`src/rtl/sram_ctrl_pkg.sv`:
```
package sram_ctrl_pkg;

  typedef enum logic [2:0] {
    ST_IDLE  = 3'd0,
    ST_WSET  = 3'd1,
    ST_WSTB  = 3'd2,
    ST_WTAIL = 3'd3,
    ST_RACC  = 3'd4,
    ST_RTURN = 3'd5
  } ctrl_state_t;

  // ceiling of ns / period, at least one cycle
  function automatic int ns2cyc(input int ns, input int per);
    int c;
    c = (ns + per - 1) / per;
    return (c < 1) ? 1 : c;
  endfunction

  function automatic int imax(input int a, input int b);
    return (a > b) ? a : b;
  endfunction

  // timing limits in ns; slow = 0 selects the fast grade
  function automatic int lim_wcyc(input bit slow);  return slow ? 70 : 55; endfunction
  function automatic int lim_wpulse(input bit slow); return slow ? 50 : 40; endfunction
  function automatic int lim_cs_end(input bit slow); return slow ? 60 : 45; endfunction
  function automatic int lim_ad_end(input bit slow); return slow ? 60 : 45; endfunction
  function automatic int lim_dsetup(input bit slow); return slow ? 30 : 25; endfunction
  function automatic int lim_rcyc(input bit slow);  return slow ? 70 : 55; endfunction
  function automatic int lim_aacc(input bit slow);  return slow ? 70 : 55; endfunction
  function automatic int lim_csacc(input bit slow); return slow ? 70 : 55; endfunction
  function automatic int lim_oeacc(input bit slow); return slow ? 35 : 25; endfunction
  function automatic int lim_release(input bit slow); return slow ? 25 : 20; endfunction

endpackage

```
`src/rtl/sram_seq_fsm.sv`:
```
module sram_seq_fsm
  import sram_ctrl_pkg::*;
#(
  parameter int STB_CYC  = 4,
  parameter int TAIL_CYC = 1,
  parameter int ACC_CYC  = 6,
  parameter int TURN_CYC = 2,
  parameter int CNT_W    = 3
) (
  input  logic        clk,
  input  logic        rst_n,
  input  logic        start,
  input  logic        start_wr,
  output ctrl_state_t state,
  output logic        capture
);

  logic [CNT_W-1:0] cnt_q, cnt_d;
  ctrl_state_t      state_d;

  localparam logic [CNT_W-1:0] STB_LD  = CNT_W'(STB_CYC - 1);
  localparam logic [CNT_W-1:0] TAIL_LD = CNT_W'(TAIL_CYC - 1);
  localparam logic [CNT_W-1:0] ACC_LD  = CNT_W'(ACC_CYC - 1);
  localparam logic [CNT_W-1:0] TURN_LD = CNT_W'(TURN_CYC - 1);

  wire last = (cnt_q == '0);

  always_comb begin
    state_d = state;
    cnt_d   = last ? cnt_q : cnt_q - 1'b1;
    unique case (state)
      ST_IDLE: begin
        if (start) begin
          state_d = start_wr ? ST_WSET : ST_RACC;
          cnt_d   = start_wr ? '0 : ACC_LD;
        end
      end
      ST_WSET:  if (last) begin state_d = ST_WSTB;  cnt_d = STB_LD;  end
      ST_WSTB:  if (last) begin state_d = ST_WTAIL; cnt_d = TAIL_LD; end
      ST_WTAIL: if (last) begin state_d = ST_IDLE;  cnt_d = '0;      end
      ST_RACC:  if (last) begin state_d = ST_RTURN; cnt_d = TURN_LD; end
      ST_RTURN: if (last) begin state_d = ST_IDLE;  cnt_d = '0;      end
      default: begin state_d = ST_IDLE; cnt_d = '0; end
    endcase
  end

  always_ff @(posedge clk or negedge rst_n) begin
    if (!rst_n) begin
      state <= ST_IDLE;
      cnt_q <= '0;
    end else begin
      state <= state_d;
      cnt_q <= cnt_d;
    end
  end

  assign capture = (state == ST_RACC) && last;

endmodule

```
`src/rtl/sram_pin_decode.sv`:
```
module sram_pin_decode
  import sram_ctrl_pkg::*;
(
  input  ctrl_state_t state,
  output logic        cs_n,
  output logic        we_n,
  output logic        oe_n,
  output logic        dq_oe,
  output logic        idle
);

  always_comb begin
    cs_n  = 1'b1;
    we_n  = 1'b1;
    oe_n  = 1'b1;
    dq_oe = 1'b0;
    idle  = 1'b0;
    unique case (state)
      ST_IDLE:  idle = 1'b1;
      ST_WSET:  begin cs_n = 1'b0; dq_oe = 1'b1; end
      ST_WSTB:  begin cs_n = 1'b0; we_n = 1'b0; dq_oe = 1'b1; end
      ST_WTAIL: dq_oe = 1'b1;
      ST_RACC:  begin cs_n = 1'b0; oe_n = 1'b0; end
      ST_RTURN: ;
      default:  ;
    endcase
  end

endmodule

```
`src/rtl/sram_req_latch.sv`:
```
module sram_req_latch #(
  parameter int ADDR_W = 19,
  parameter int DATA_W = 8
) (
  input  logic              clk,
  input  logic              rst_n,
  input  logic              accept,
  input  logic [ADDR_W-1:0] in_addr,
  input  logic [DATA_W-1:0] in_wdata,
  input  logic              capture,
  input  logic [DATA_W-1:0] mem_rdata,
  output logic [ADDR_W-1:0] addr_q,
  output logic [DATA_W-1:0] wdata_q,
  output logic [DATA_W-1:0] rdata_q,
  output logic              rvalid_q
);

  always_ff @(posedge clk or negedge rst_n) begin
    if (!rst_n) begin
      addr_q   <= '0;
      wdata_q  <= '0;
      rdata_q  <= '0;
      rvalid_q <= 1'b0;
    end else begin
      if (accept) begin
        addr_q  <= in_addr;
        wdata_q <= in_wdata;
      end
      if (capture) rdata_q <= mem_rdata;
      rvalid_q <= capture;
    end
  end

endmodule

```
`src/rtl/sram_async_ctrl.sv`:
```
module sram_async_ctrl
  import sram_ctrl_pkg::*;
#(
  parameter int ADDR_W     = 19,
  parameter int DATA_W     = 8,
  parameter int CLK_NS     = 10,
  parameter bit SLOW_GRADE = 1'b0
) (
  input  logic              clk,
  input  logic              rst_n,
  input  logic              req_valid,
  output logic              req_ready,
  input  logic              req_write,
  input  logic [ADDR_W-1:0] req_addr,
  input  logic [DATA_W-1:0] req_wdata,
  output logic              rsp_valid,
  output logic [DATA_W-1:0] rsp_data,
  output logic              sram_cs_n,
  output logic              sram_we_n,
  output logic              sram_oe_n,
  output logic [ADDR_W-1:0] sram_addr,
  output logic [DATA_W-1:0] sram_dq_out,
  input  logic [DATA_W-1:0] sram_dq_in,
  output logic              sram_dq_oe
);

  // cycle counts derived from the selected grade
  localparam int WC_C  = ns2cyc(lim_wcyc(SLOW_GRADE),   CLK_NS);
  localparam int WP_C  = ns2cyc(lim_wpulse(SLOW_GRADE), CLK_NS);
  localparam int CW_C  = ns2cyc(lim_cs_end(SLOW_GRADE), CLK_NS);
  localparam int AW_C  = ns2cyc(lim_ad_end(SLOW_GRADE), CLK_NS);
  localparam int DW_C  = ns2cyc(lim_dsetup(SLOW_GRADE), CLK_NS);
  localparam int RC_C  = ns2cyc(lim_rcyc(SLOW_GRADE),   CLK_NS);
  localparam int AA_C  = ns2cyc(lim_aacc(SLOW_GRADE),   CLK_NS);
  localparam int CO_C  = ns2cyc(lim_csacc(SLOW_GRADE),  CLK_NS);
  localparam int OE_C  = ns2cyc(lim_oeacc(SLOW_GRADE),  CLK_NS);
  localparam int REL_C = ns2cyc(lim_release(SLOW_GRADE), CLK_NS);

  // one set-up cycle precedes the strobe, so chip select, address and data
  // already count one cycle toward their end-of-write minimums
  localparam int STB_CYC  = imax(imax(WP_C, CW_C - 1), imax(AW_C - 1, DW_C - 1));
  localparam int TAIL_CYC = imax(1, WC_C - 1 - STB_CYC);
  localparam int ACC_CYC  = imax(imax(RC_C, AA_C), imax(CO_C, OE_C));
  localparam int TURN_CYC = REL_C;
  localparam int MAX_CYC  = imax(imax(STB_CYC, TAIL_CYC), imax(ACC_CYC, TURN_CYC));
  localparam int CNT_W    = imax(1, $clog2(MAX_CYC + 1));

  ctrl_state_t state;
  logic        capture;
  logic        idle;
  logic        accept;

  assign req_ready = idle;
  assign accept    = req_valid && idle;

  sram_seq_fsm #(
    .STB_CYC (STB_CYC),
    .TAIL_CYC(TAIL_CYC),
    .ACC_CYC (ACC_CYC),
    .TURN_CYC(TURN_CYC),
    .CNT_W   (CNT_W)
  ) u_fsm (
    .clk     (clk),
    .rst_n   (rst_n),
    .start   (accept),
    .start_wr(req_write),
    .state   (state),
    .capture (capture)
  );

  sram_pin_decode u_dec (
    .state(state),
    .cs_n (sram_cs_n),
    .we_n (sram_we_n),
    .oe_n (sram_oe_n),
    .dq_oe(sram_dq_oe),
    .idle (idle)
  );

  sram_req_latch #(
    .ADDR_W(ADDR_W),
    .DATA_W(DATA_W)
  ) u_lat (
    .clk      (clk),
    .rst_n    (rst_n),
    .accept   (accept),
    .in_addr  (req_addr),
    .in_wdata (req_wdata),
    .capture  (capture),
    .mem_rdata(sram_dq_in),
    .addr_q   (sram_addr),
    .wdata_q  (sram_dq_out),
    .rdata_q  (rsp_data),
    .rvalid_q (rsp_valid)
  );

endmodule

```
`config.mk`:
```
export PLATFORM = sky130hd
export DESIGN_NAME = sram_async_ctrl
export DESIGN_NICKNAME = d
export VERILOG_FILES = /design/src/rtl/sram_ctrl_pkg.sv /design/src/rtl/sram_seq_fsm.sv /design/src/rtl/sram_pin_decode.sv /design/src/rtl/sram_req_latch.sv /design/src/rtl/sram_async_ctrl.sv
export SDC_FILE = /design/constraint.sdc
export NUM_CORES = 1
export LEC_CHECK = 0
export ABC_AREA = 1
export BUFFER_PORTS_ARGS = -buffer_cell sky130_fd_sc_hd__buf_2
export CORE_MARGIN = 2
export CORE_UTILIZATION = 39
export CTS_CLUSTER_DIAMETER = 80
export DETAILED_ROUTE_END_ITERATION = 7
export MAX_ROUTING_LAYER = met4
export PLACE_DENSITY = 0.67
export SLEW_MARGIN = 40
export SYNTH_ARGS = -nofsm -noshare
export SYNTH_HDL_FRONTEND = slang
export SYNTH_HIERARCHICAL = 1
export SYNTH_SLANG_ARGS = --single-unit
```
`constraint.sdc`:
```
create_clock -name clk -period 2.95 [get_ports clk]
set_input_delay 0.4425 -clock clk [delete_from_list [all_inputs] [get_ports clk]]
set_output_delay 0.4425 -clock clk [all_outputs]
set_load 0.02 [all_outputs]
```
**Yosys cells after proc, flatten, opt, wreduce, memory -nomap -nowiden**

Cells that the tools add are included.

- Flip-flop bits (word level): 42
- Bits of input ports: 39
- Output and inout bits: 41
- Logic and storage cells: 45

- $add $sub $neg: 1
- Eq/ne operators: 10
- Mux-type cells: 19
- Reduce and logical (&&, ||, !) cells: 9

Operators with widths:

| cell | count |
|---|---|
| $mux 3 | 12 |
| $pmux 3 s5 | 1 |
| $pmux 3 s4 | 1 |
| $reduce_or 3->1 | 3 |
| $ne 2x2->1 const B | 4 |
| $eq 3x2->1 const B | 2 |
| $eq 3x3->1 const B | 2 |
| $logic_not 3->1 | 2 |
| $mux 1 | 5 |
| $reduce_and 5->1 | 1 |
| $eq 3x1->1 const B | 1 |
| $sub 3x1->3 const B | 1 |
| $logic_and 1x1->1 | 2 |
| $ne 2x1->1 const B | 1 |
| $reduce_or 2->1 | 1 |

**Depth between registers and ports, before layout**

Gate-level depths: netlist (run 1).

- Depth after elaboration: 5
- Gate-level depth with buffers: 10
- Depth with buffers taken out: 10

**Modules after synthesis**

Netlist (run 1), hierarchy kept.

Modules (own cells, without submodules):

| module | times used | cells each | area an instance (um^2) | sequential area each (um^2) |
|---|---|---|---|---|
| sram_req_latch | 1 | 149 | 1,383.8 | 900.9 |
| sram_seq_fsm | 1 | 66 | 469.2 | 150.1 |
| sram_pin_decode | 1 | 13 | 57.6 | 0.0 |
| sram_async_ctrl | 1 | 2 | 7.5 | 0.0 |

**Least setup slack after synthesis (run 1)**

OpenSTA, ideal clock, no wires.

- Kind: register -> register
- Start: register u_fsm.state[1]
- End: register u_lat.addr_q[3]
- Setup time: 0.117 ns
- Arrival time: 1.587 ns
- Path slack: 1.245 ns
- Stages on the path, launching flop included: 11
- Clock period less this slack: 1.705 ns
- Cell sequence: dfrtp_1 > nor2_2 > inv_2 > nor2_1 > nand2_1 > inv_1 > buf_6 > inv_8 > buf_8 > nand2_1 > nand2_1

- Longest elaborated chain between the ends: 3

RTL lines:

| what | line | source |
|---|---|---|
| from (decl) | sram_seq_fsm.sv:14 | `output ctrl_state_t state,` |
| from (signal assigned) | sram_seq_fsm.sv:52 | `state <= state_d;` |
| $logic_not 3->1 | sram_pin_decode.sv:18 | `unique case (state)` |
| $mux 1 | sram_pin_decode.sv:18 |  |
| named net req_ready | sram_async_ctrl.sv:12 | `output logic req_ready,` |
| $logic_and 1x1->1 | sram_async_ctrl.sv:54 | `assign accept = req_valid && idle;` |
| named net accept | sram_async_ctrl.sv:51 | `logic accept;` |
| to (signal assigned) | sram_req_latch.sv:26 | `addr_q <= in_addr;` |
| to (decl) | sram_req_latch.sv:12 | `output logic [ADDR_W-1:0] addr_q,` |

The timed path passes the listed nets, and every way through them passes these cells.
A chain may end at the register's enable or synchronous reset.

**Worst setup path after layout (run 1)**

- Start: register u_fsm.state[1]
- End: register u_lat.rdata_q[5]

- Longest elaborated chain between the ends: 2

RTL lines:

| what | line | source |
|---|---|---|
| $eq 3x3->1 | sram_seq_fsm.sv:57 | `assign capture = (state == ST_RACC) && last;` |
| $logic_and 1x1->1 | sram_seq_fsm.sv:57 |  |
| named net capture | sram_async_ctrl.sv:49 | `logic capture;` |
| to (signal assigned) | sram_req_latch.sv:29 | `if (capture) rdata_q <= mem_rdata;` |
| to (decl) | sram_req_latch.sv:14 | `output logic [DATA_W-1:0] rdata_q,` |

The timed path passes the listed nets, and every way through them passes these cells.

==> summary.md, run 1 <==
| Metric | Value |
|---|---|
| Result of the run | `finished, final reports clean` |
| # nets final | `354` |
| Overall overflow remaining after global route | `0` |
| Final setup violation count | `0` |
| Filler cell count in the final layout | `455` |
| H-tree depth | `2` |
| Number of instances in the synthesized netlist | `230` |
| Initial Util | `40.61%` |
| Gate family responsible for the most delay along the worst path | `simple AND/OR/NAND/NOR gates` |
| Number of antenna repair diodes | `0` |
| Leading cell types in the layout, fill and taps excluded | `sky130_fd_sc_hd__nand2_1 (118), sky130_fd_sc_hd__buf_2 (78), sky130_fd_sc_hd__dfrtp_1 (42), sky130_fd_sc_hd__inv_1 (19)` |
| Summed instance area of the synthesized netlist | `1918 um2` |
| Remaining design rule violation count | `0` |
| Req. time, crit path | `3.13 ns` |
| Max Buffers Root-to-Sink | `2` |
| MaxCap Viol Count | `0` |
| Count of synthesis-stage warnings from yosys | `6` |
| Seq/Total Area, Yosys | `54.79%` |
| Final cell count without fillers | `379` |
| Min Tclk post-route | `1.982 ns` |
| Static Leakage | `1.446 nW` |
| Number of violations reported at the end of detailed-routing iteration 0 | `76` |
| Largest cells by area after synthesis | `sky130_fd_sc_hd__dfrtp_1 (55%), sky130_fd_sc_hd__nand2_1 (23%), sky130_fd_sc_hd__inv_1 (3.7%)` |
| Sink count of the clock tree | `42` |
| Worst-case headroom to the max-slew limit | `59.90%` |
| Area enclosed by the die boundary | `5495 um2` |
| Kind of capture point of the worst setup path | `register` |
| Count of state elements after synthesis | `42` |
| Die Y-Extent | `74.13 um` |
| Half-perimeter wire length of the detailed placement result | `2914 um` |
| Number of buffers inserted for hold repair after clock tree synthesis | `0` |
| Tightest Hold Check Type | `input port to asynchronous set/reset pin` |
| Highest cell delay on the worst timing path | `0.49 ns` |
| Top-Level Pins | `80` |
| Fraction of final layout cells sized beyond drive strength 1 | `33.97%` |
| Cell at the slowest stage of the critical path | `sky130_fd_sc_hd__dfrtp_1` |
| Sum of buffers and inverters on the critical path | `3` |
| Total number of vias | `1,647` |
| DP Cell Count | `371` |
| Gr usage total | `15.91%` |
| Site row count | `25` |
| First drt pass iteration count | `4` |
| Most frequent standard cell in the layout excluding fill and tap cells | `sky130_fd_sc_hd__nand2_1` |
| Number of nets with antenna violations after detailed routing | `0` |
| Buffer count from post-CTS setup fixing | `0` |
| Routed WL per cell | `10.74 um` |
| Cell with the most instances on the worst path | `sky130_fd_sc_hd__inv_1` |
| Number of nets in the synthesized netlist | `273` |
| Maximum clock frequency | `504.4 MHz` |
| Number of buffers created by CTS | `5` |
| Area added between synthesis and finish | `26.81%` |
| TritonCTS clock tree | `yes` |
| Peak VDD IR | `0.0003580 V` |
| Peak fanout along the critical path | `10` |
| Synth unique cells | `23` |
| Clock-pin slew on the worst setup and hold paths | `0.08 ns` |
| First-pass GRT wire length | `6534 um` |
| Die width | `74.13 um` |
| Max-slew violation total from the final report | `0` |
| Antenna violations before repair | `0` |
| Setup repair after global routing missed its margin | `no` |
| Crit path arrival time | `2.17 ns` |
| Final Cycle Share | `67.20%` |
| Setup crit start kind | `register` |
| Vias in the first global route | `1,491` |
| Worst-path cell chain | `nor2_2 -> inv_1 -> nor2_1 -> inv_1 -> nor2_1 -> inv_1 -> nand2_1 -> nand2_1` |
| # resized after CTS | `0` |
| Hold Vio Cnt, Final | `0` |
| Mean instance size in the synthesized netlist | `8.340 um2` |
| Largest net degree at the start of global routing | `43` |
| Overall routed net length | `4071 um` |
| Via density per instance | `4.346` |
| Clock Skew | `0.002281 ns` |
| Cell chosen for the clock root | `sky130_fd_sc_hd__clkbuf_8` |
| Startpoint-to-endpoint class of the critical path | `register to register` |
| Power density over the cells | `1172 nW/um2` |
| Area of the core | `4723 um2` |
| Actual slew at the worst max-slew pin | `0.5993 ns` |
| Clock insertion delay at the later pin of the skew report | `0.29 ns` |
| Post-synthesis cell type with the largest combined area | `sky130_fd_sc_hd__dfrtp_1` |
| Final GP Congestion | `0.8140` |
| TNS Setup | `0 ns` |
| Post-synth top area share | `54.79%` |
| Port Buf Inserts | `79` |
## cell usage after synthesis
| library cell | n |
|---|---|
| sky130_fd_sc_hd__nor2_2 | 5 |
| sky130_fd_sc_hd__or2_2 | 1 |
| sky130_fd_sc_hd__nand3_2 | 1 |
| sky130_fd_sc_hd__nand3_1 | 5 |
| sky130_fd_sc_hd__o21ai_1 | 1 |
| sky130_fd_sc_hd__o21ai_0 | 3 |
| sky130_fd_sc_hd__buf_4 | 1 |
| sky130_fd_sc_hd__nand4_1 | 2 |
| sky130_fd_sc_hd__inv_2 | 1 |
| sky130_fd_sc_hd__o21ai_2 | 1 |
| sky130_fd_sc_hd__inv_1 | 19 |
| sky130_fd_sc_hd__inv_8 | 1 |
| sky130_fd_sc_hd__a21oi_1 | 4 |
| sky130_fd_sc_hd__buf_6 | 3 |
| sky130_fd_sc_hd__nand2_2 | 7 |
| sky130_fd_sc_hd__buf_2 | 1 |
| sky130_fd_sc_hd__ha_1 | 4 |
| sky130_fd_sc_hd__nand2_4 | 1 |
| sky130_fd_sc_hd__nor2_1 | 7 |
| sky130_fd_sc_hd__nand3b_2 | 1 |
| sky130_fd_sc_hd__dfrtp_1 | 42 |
| sky130_fd_sc_hd__buf_8 | 1 |
| sky130_fd_sc_hd__nand2_1 | 118 |
## worst paths after layout
path,depth (start not counted),startpoint,slack (ns),end
setup / recovery,8,u_fsm/state[1]$_DFFE_PN0P_,0.97,u_lat/rdata_q[5]$_DFFE_PN0P_
hold / removal,1,rst_n,0.12,u_lat/addr_q[15]$_DFFE_PN0P_
setup reg to reg,8,u_fsm/state[1]$_DFFE_PN0P_,0.97,u_lat/rdata_q[5]$_DFFE_PN0P_
hold reg to reg,2,u_lat/addr_q[15]$_DFFE_PN0P_,0.47,u_lat/addr_q[15]$_DFFE_PN0P_
max in group asynchronous,1,rst_n,2.46,u_lat/wdata_q[5]$_DFFE_PN0P_
min in group clk,3,req_addr[4],0.35,u_lat/addr_q[4]$_DFFE_PN0P_
## area by class of cell
type	count	area, um2	area share [%]
Sequential cell	42	1051	43.21
Multi-Input combinational cell	161	719.4	29.58
Timing Repair Buffer	80	405.4	16.67
Inverter	21	86.33	3.549
Tap cell	67	83.83	3.447
Clock buffer	6	72.57	2.984
Clock inverter	2	13.76	0.5658
## stage by stage
step / hold slack (ns) / util, % / setup slack, ns / instance area, um2 / power (W)
2_1_floorplan: 0.1469 / - / 1.246 / 1918 / 0.002085
3_3_place_gp: 0.4497 / 49.62 / 1.073 / 2344 / 0.002483
3_5_place_dp: 0.4530 / 49.67 / 0.9534 / 2346 / 0.002515
4_1_cts: 0.1399 / 51.50 / 0.9396 / 2432 / 0.002886
5_1_grt: 0.1631 / 51.50 / 0.7322 / 2432 / 0.003108
6_report: 0.1218 / 51.50 / 0.9676 / 2432 / 0.002850
## logic make-up after synthesis
logic type / after synthesis / share of synthesized area, %
simple gates: 148 / 32.35
flops: 42 / 54.79
buf+inv: 27 / 7.697
compound gates: 9 / 2.544
fa+ha+maj: 4 / 2.609
## state kept, by name (all words and copies together) (netlist names)
register        flops
u_lat/rdata_q       8
u_lat/rvalid_q      1
u_lat/addr_q       19
u_fsm/state         3
u_fsm/cnt_q         3
u_lat/wdata_q       8
## metal layers
metal | share of wire, % | wire length (um) | track usage (%)
met4 | 1.0 | 42 | 4.242
met3 | 7.8 | 319 | 5.149
met2 | 45 | 1830 | 25.20
met5 | 0 | 0 | -
met1 | 46 | 1878 | 19.69
## report_power, final
part / leakage (nW) / internal, W / switching, W
sequential: 0.520 / 0.000852 / 0.000167
combinational: 0.881 / 0.000490 / 0.000979
clock: 0.0452 / 0.000167 / 0.000195
total: 1.45 / 0.00151 / 0.00134
Power figures use the tool's default switching activity.
==> run 2, diff against run 1 <==
- clock period: 2.95 -> 2 ns (I/O delays scaled with it)
==> run 2 against run 1 <==
Hold slack worse by 0.081 ns. Via count down 0.18%. Cell count up 0.79%. Clock skew up 0.0021 ns. Critical path depth down 3. Clock power up 57%. Power up 49%. Sequential share of layout area down 0.51 points. Register-to-register slack worse by 0.56 ns. Final area up 1.2%.
==> summary.md, run 2 (same netlist as run 1, synthesis figures left out) <==
| Metric | Value |
|---|---|
| Critical path depth | `5 (was 8)` |
| Routed WL per cell | `10.85 um (was 10.74 um)` |
| Setup ws final | `0.3921 ns (was 0.9676 ns)` |
| Highest cell delay on the worst timing path | `0.50 ns (was 0.49 ns)` |
| Cell area after layout | `2461 um2 (was 2432 um2)` |
| Min Tclk post-route | `1.608 ns` |
| Power density over the cells | `1730 nW/um2 (was 1172 nW/um2)` |
| Final cell count without fillers | `382 (was 379)` |
| Kind of capture point of the worst setup path | `output port (was register)` |
| Most frequent standard cell in the layout excluding fill and tap cells | `sky130_fd_sc_hd__nand2_1 (unchanged)` |
| # resized after CTS | `0 (unchanged)` |
| # nets final | `357 (was 354)` |
| TritonCTS clock tree | `yes (unchanged)` |
| Number of buffers created by CTS | `5 (unchanged)` |
| Cell with the most instances on the worst path | `sky130_fd_sc_hd__nor2_2 (was sky130_fd_sc_hd__inv_1)` |
| Final GP Congestion | `0.8222 (was 0.8140)` |
| Peak fanout along the critical path | `9 (was 10)` |
| Via density per instance | `4.304 (was 4.346)` |
| Register-to-Register Path Depth | `9 (was 8)` |
| Filler cell count in the final layout | `469 (was 455)` |
| Buffer count from post-CTS setup fixing | `0 (unchanged)` |
| Gate family responsible for the most delay along the worst path | `flip-flops (was simple AND/OR/NAND/NOR gates)` |
| Leading cell types in the layout, fill and taps excluded | `sky130_fd_sc_hd__nand2_1 (118), sky130_fd_sc_hd__buf_2 (79), sky130_fd_sc_hd__dfrtp_1 (42), sky130_fd_sc_hd__inv_1 (19) (was sky130_fd_sc_hd__nand2_1 (118), sky130_fd_sc_hd__buf_2 (78), sky130_fd_sc_hd__dfrtp_1 (42), sky130_fd_sc_hd__inv_1 (19))` |
| Antenna violations before repair | `0 (unchanged)` |
| Req. time, crit path | `1.70 ns (was 3.13 ns)` |
| First-pass GRT wire length | `6520 um (was 6534 um)` |
| Cell chosen for the clock root | `sky130_fd_sc_hd__clkbuf_8 (unchanged)` |
| Actual slew at the worst max-slew pin | `0.6822 ns (was 0.5993 ns)` |
| Die width | `74.13 um (unchanged)` |
| H-tree depth | `2 (unchanged)` |
| Maximum clock frequency | `621.9 MHz` |
| Clock-pin slew on the worst setup and hold paths | `0.08 ns (about the same)` |
| Crit path arrival time | `1.31 ns (was 2.17 ns)` |
| Top-Level Pins | `80 (unchanged)` |
| Area of placed instances | `2366 um2 (was 2346 um2)` |
| Tightest Hold Check Type | `input port to asynchronous set/reset pin (unchanged)` |
| Clock insertion delay at the later pin of the skew report | `0.29 ns (about the same)` |
| Static Leakage | `1.462 nW (was 1.446 nW)` |
| Clock Skew | `0.004417 ns (was 0.002281 ns)` |
| First drt pass iteration count | `4 (unchanged)` |
| MaxCap Viol Count | `0 (unchanged)` |
| Remaining design rule violation count | `0 (unchanged)` |
| Worst setup slack before clock tree synthesis | `0.4080 ns (was 0.9534 ns)` |
| TNS Setup | `0 ns (unchanged)` |
| Final setup violation count | `0 (unchanged)` |
| Initial Util | `40.61% (unchanged)` |
| Site row count | `25 (unchanged)` |
| Final Cycle Share | `80.39%` |
| Number of violations reported at the end of detailed-routing iteration 0 | `67 (was 76)` |
| Port Buf Inserts | `79 (unchanged)` |
| Number of antenna repair diodes | `0 (unchanged)` |
| Area of the core | `4723 um2 (unchanged)` |
| Area enclosed by the die boundary | `5495 um2 (unchanged)` |
| Multi-input gate area | `719.4 um2 (unchanged)` |
| Die Y-Extent | `74.13 um (unchanged)` |
| Vias in the first global route | `1,437 (was 1,491)` |
| Setup crit start kind | `register (unchanged)` |
| Flip-flop count of the largest register, all copies and words added | `19 (unchanged)` |
| Cell at the slowest stage of the critical path | `sky130_fd_sc_hd__dfrtp_1 (unchanged)` |
| Final core area utilization | `52.11% (was 51.50%)` |
| Peak VDD IR | `0.0004808 V (was 0.0003580 V)` |
| Largest net degree at the start of global routing | `31 (was 43)` |
| Largest registers ranked by flip-flop count | `u_lat/addr_q: 19 flops, u_lat/rdata_q: 8 flops, u_lat/wdata_q: 8 flops (unchanged)` |
| Half-perimeter wire length of the detailed placement result | `3027 um (was 2914 um)` |
| Max-slew violation total from the final report | `0 (unchanged)` |
| Worst-path cell chain | `nor2_2 -> inv_2 -> nor2_2 -> nor2_1 -> buf_2 (was nor2_2 -> inv_1 -> nor2_1 -> inv_1 -> nor2_1 -> inv_1 -> nand2_1 -> nand2_1)` |
| Total number of vias | `1,644 (was 1,647)` |
| Startpoint-to-endpoint class of the critical path | `register to output port (was register to register)` |
| Gr usage total | `15.90% (was 15.91%)` |
| Number of buffers inserted for hold repair after clock tree synthesis | `0 (unchanged)` |
| Number of nets with antenna violations after detailed routing | `0 (unchanged)` |
| Overall overflow remaining after global route | `0 (unchanged)` |
| R2R Setup Slk | `0.41 ns (was 0.97 ns)` |
| Sink count of the clock tree | `42 (unchanged)` |
| Hold Vio Cnt, Final | `0 (unchanged)` |
| Overall routed net length | `4143 um (was 4071 um)` |
| DP Cell Count | `374 (was 371)` |
| Setup repair after global routing missed its margin | `no (unchanged)` |
| Result of the run | `finished, final reports clean (unchanged)` |
| Max Buffers Root-to-Sink | `2 (unchanged)` |
| Largest register by flop count | `u_lat/addr_q (unchanged)` |
| Sum of buffers and inverters on the critical path | `2 (was 3)` |
| Worst-case headroom to the max-slew limit | `54.52% (was 59.90%)` |
| Fraction of final layout cells sized beyond drive strength 1 | `34.92% (was 33.97%)` |
| Area added between synthesis and finish | `28.31% (was 26.81%)` |
| Flip-flop and latch area | `1051 um2 (unchanged)` |
[run 2: cell count changes in the layout (fill, tap and decap cells not counted)]
cell,delta
sky130_fd_sc_hd__clkinvlp_4,+1
sky130_fd_sc_hd__clkbuf_1,-1
sky130_fd_sc_hd__clkbuf_8,+1
sky130_fd_sc_hd__buf_4,+2
sky130_fd_sc_hd__buf_2,+1
sky130_fd_sc_hd__clkinv_4,-1
[run 2: power breakdown]
| part | switching [W] | internal, W | total (W) |
|---|---|---|---|
| Combinational | 0.00145 | 0.000740 | 0.00219 |
| Clock | 0.000291 | 0.000277 | 0.000568 |
| Sequential | 0.000246 | 0.00126 | 0.00150 |
| Total | 0.00198 | 0.00227 | 0.00426 |
[run 2: layer usage]
metal / vias up / track usage (%) / share of wire, %
met1: 716 / 18.92 / 45
met3: 6 / 5.149 / 7.2
met2: 60 / 25.99 / 47
met5: - / - / 0
met4: 0 / 4.242 / 1.0
li1: 862 / - / -
[run 2: stage by stage]
step           power, W  hold slack (ns)
2_1_floorplan  0.003075         0.004409
3_3_place_gp   0.003678           0.3745
3_5_place_dp   0.003733           0.3835
4_1_cts        0.004313          0.06047
5_1_grt        0.004628          0.08314
6_report       0.004259          0.04078
[run 2: final cells by class]
type                       count  share of cell area, %
sequential                    42                  42.70
multi-input combinational    161                  29.23
timing repair buffer          83                  17.29
inverter                      21                  3.508
tap                           67                  3.406
clock buffer                   6                  3.355
clock inverter                 2                 0.5084
[run 2: path summary, 6_finish.rpt]
check                                             start                           end
max                          u_fsm/state[1]$_DFFE_PN0P_                     sram_cs_n
min                                               rst_n  u_lat/addr_q[15]$_DFFE_PN0P_
max reg2reg                  u_fsm/state[1]$_DFFE_PN0P_  u_lat/wdata_q[4]$_DFFE_PN0P_
min reg2reg                u_lat/wdata_q[0]$_DFFE_PN0P_  u_lat/wdata_q[0]$_DFFE_PN0P_
max in group asynchronous                         rst_n  u_lat/wdata_q[4]$_DFFE_PN0P_
min in group clk                          sram_dq_in[2]  u_lat/rdata_q[2]$_DFFE_PN0P_
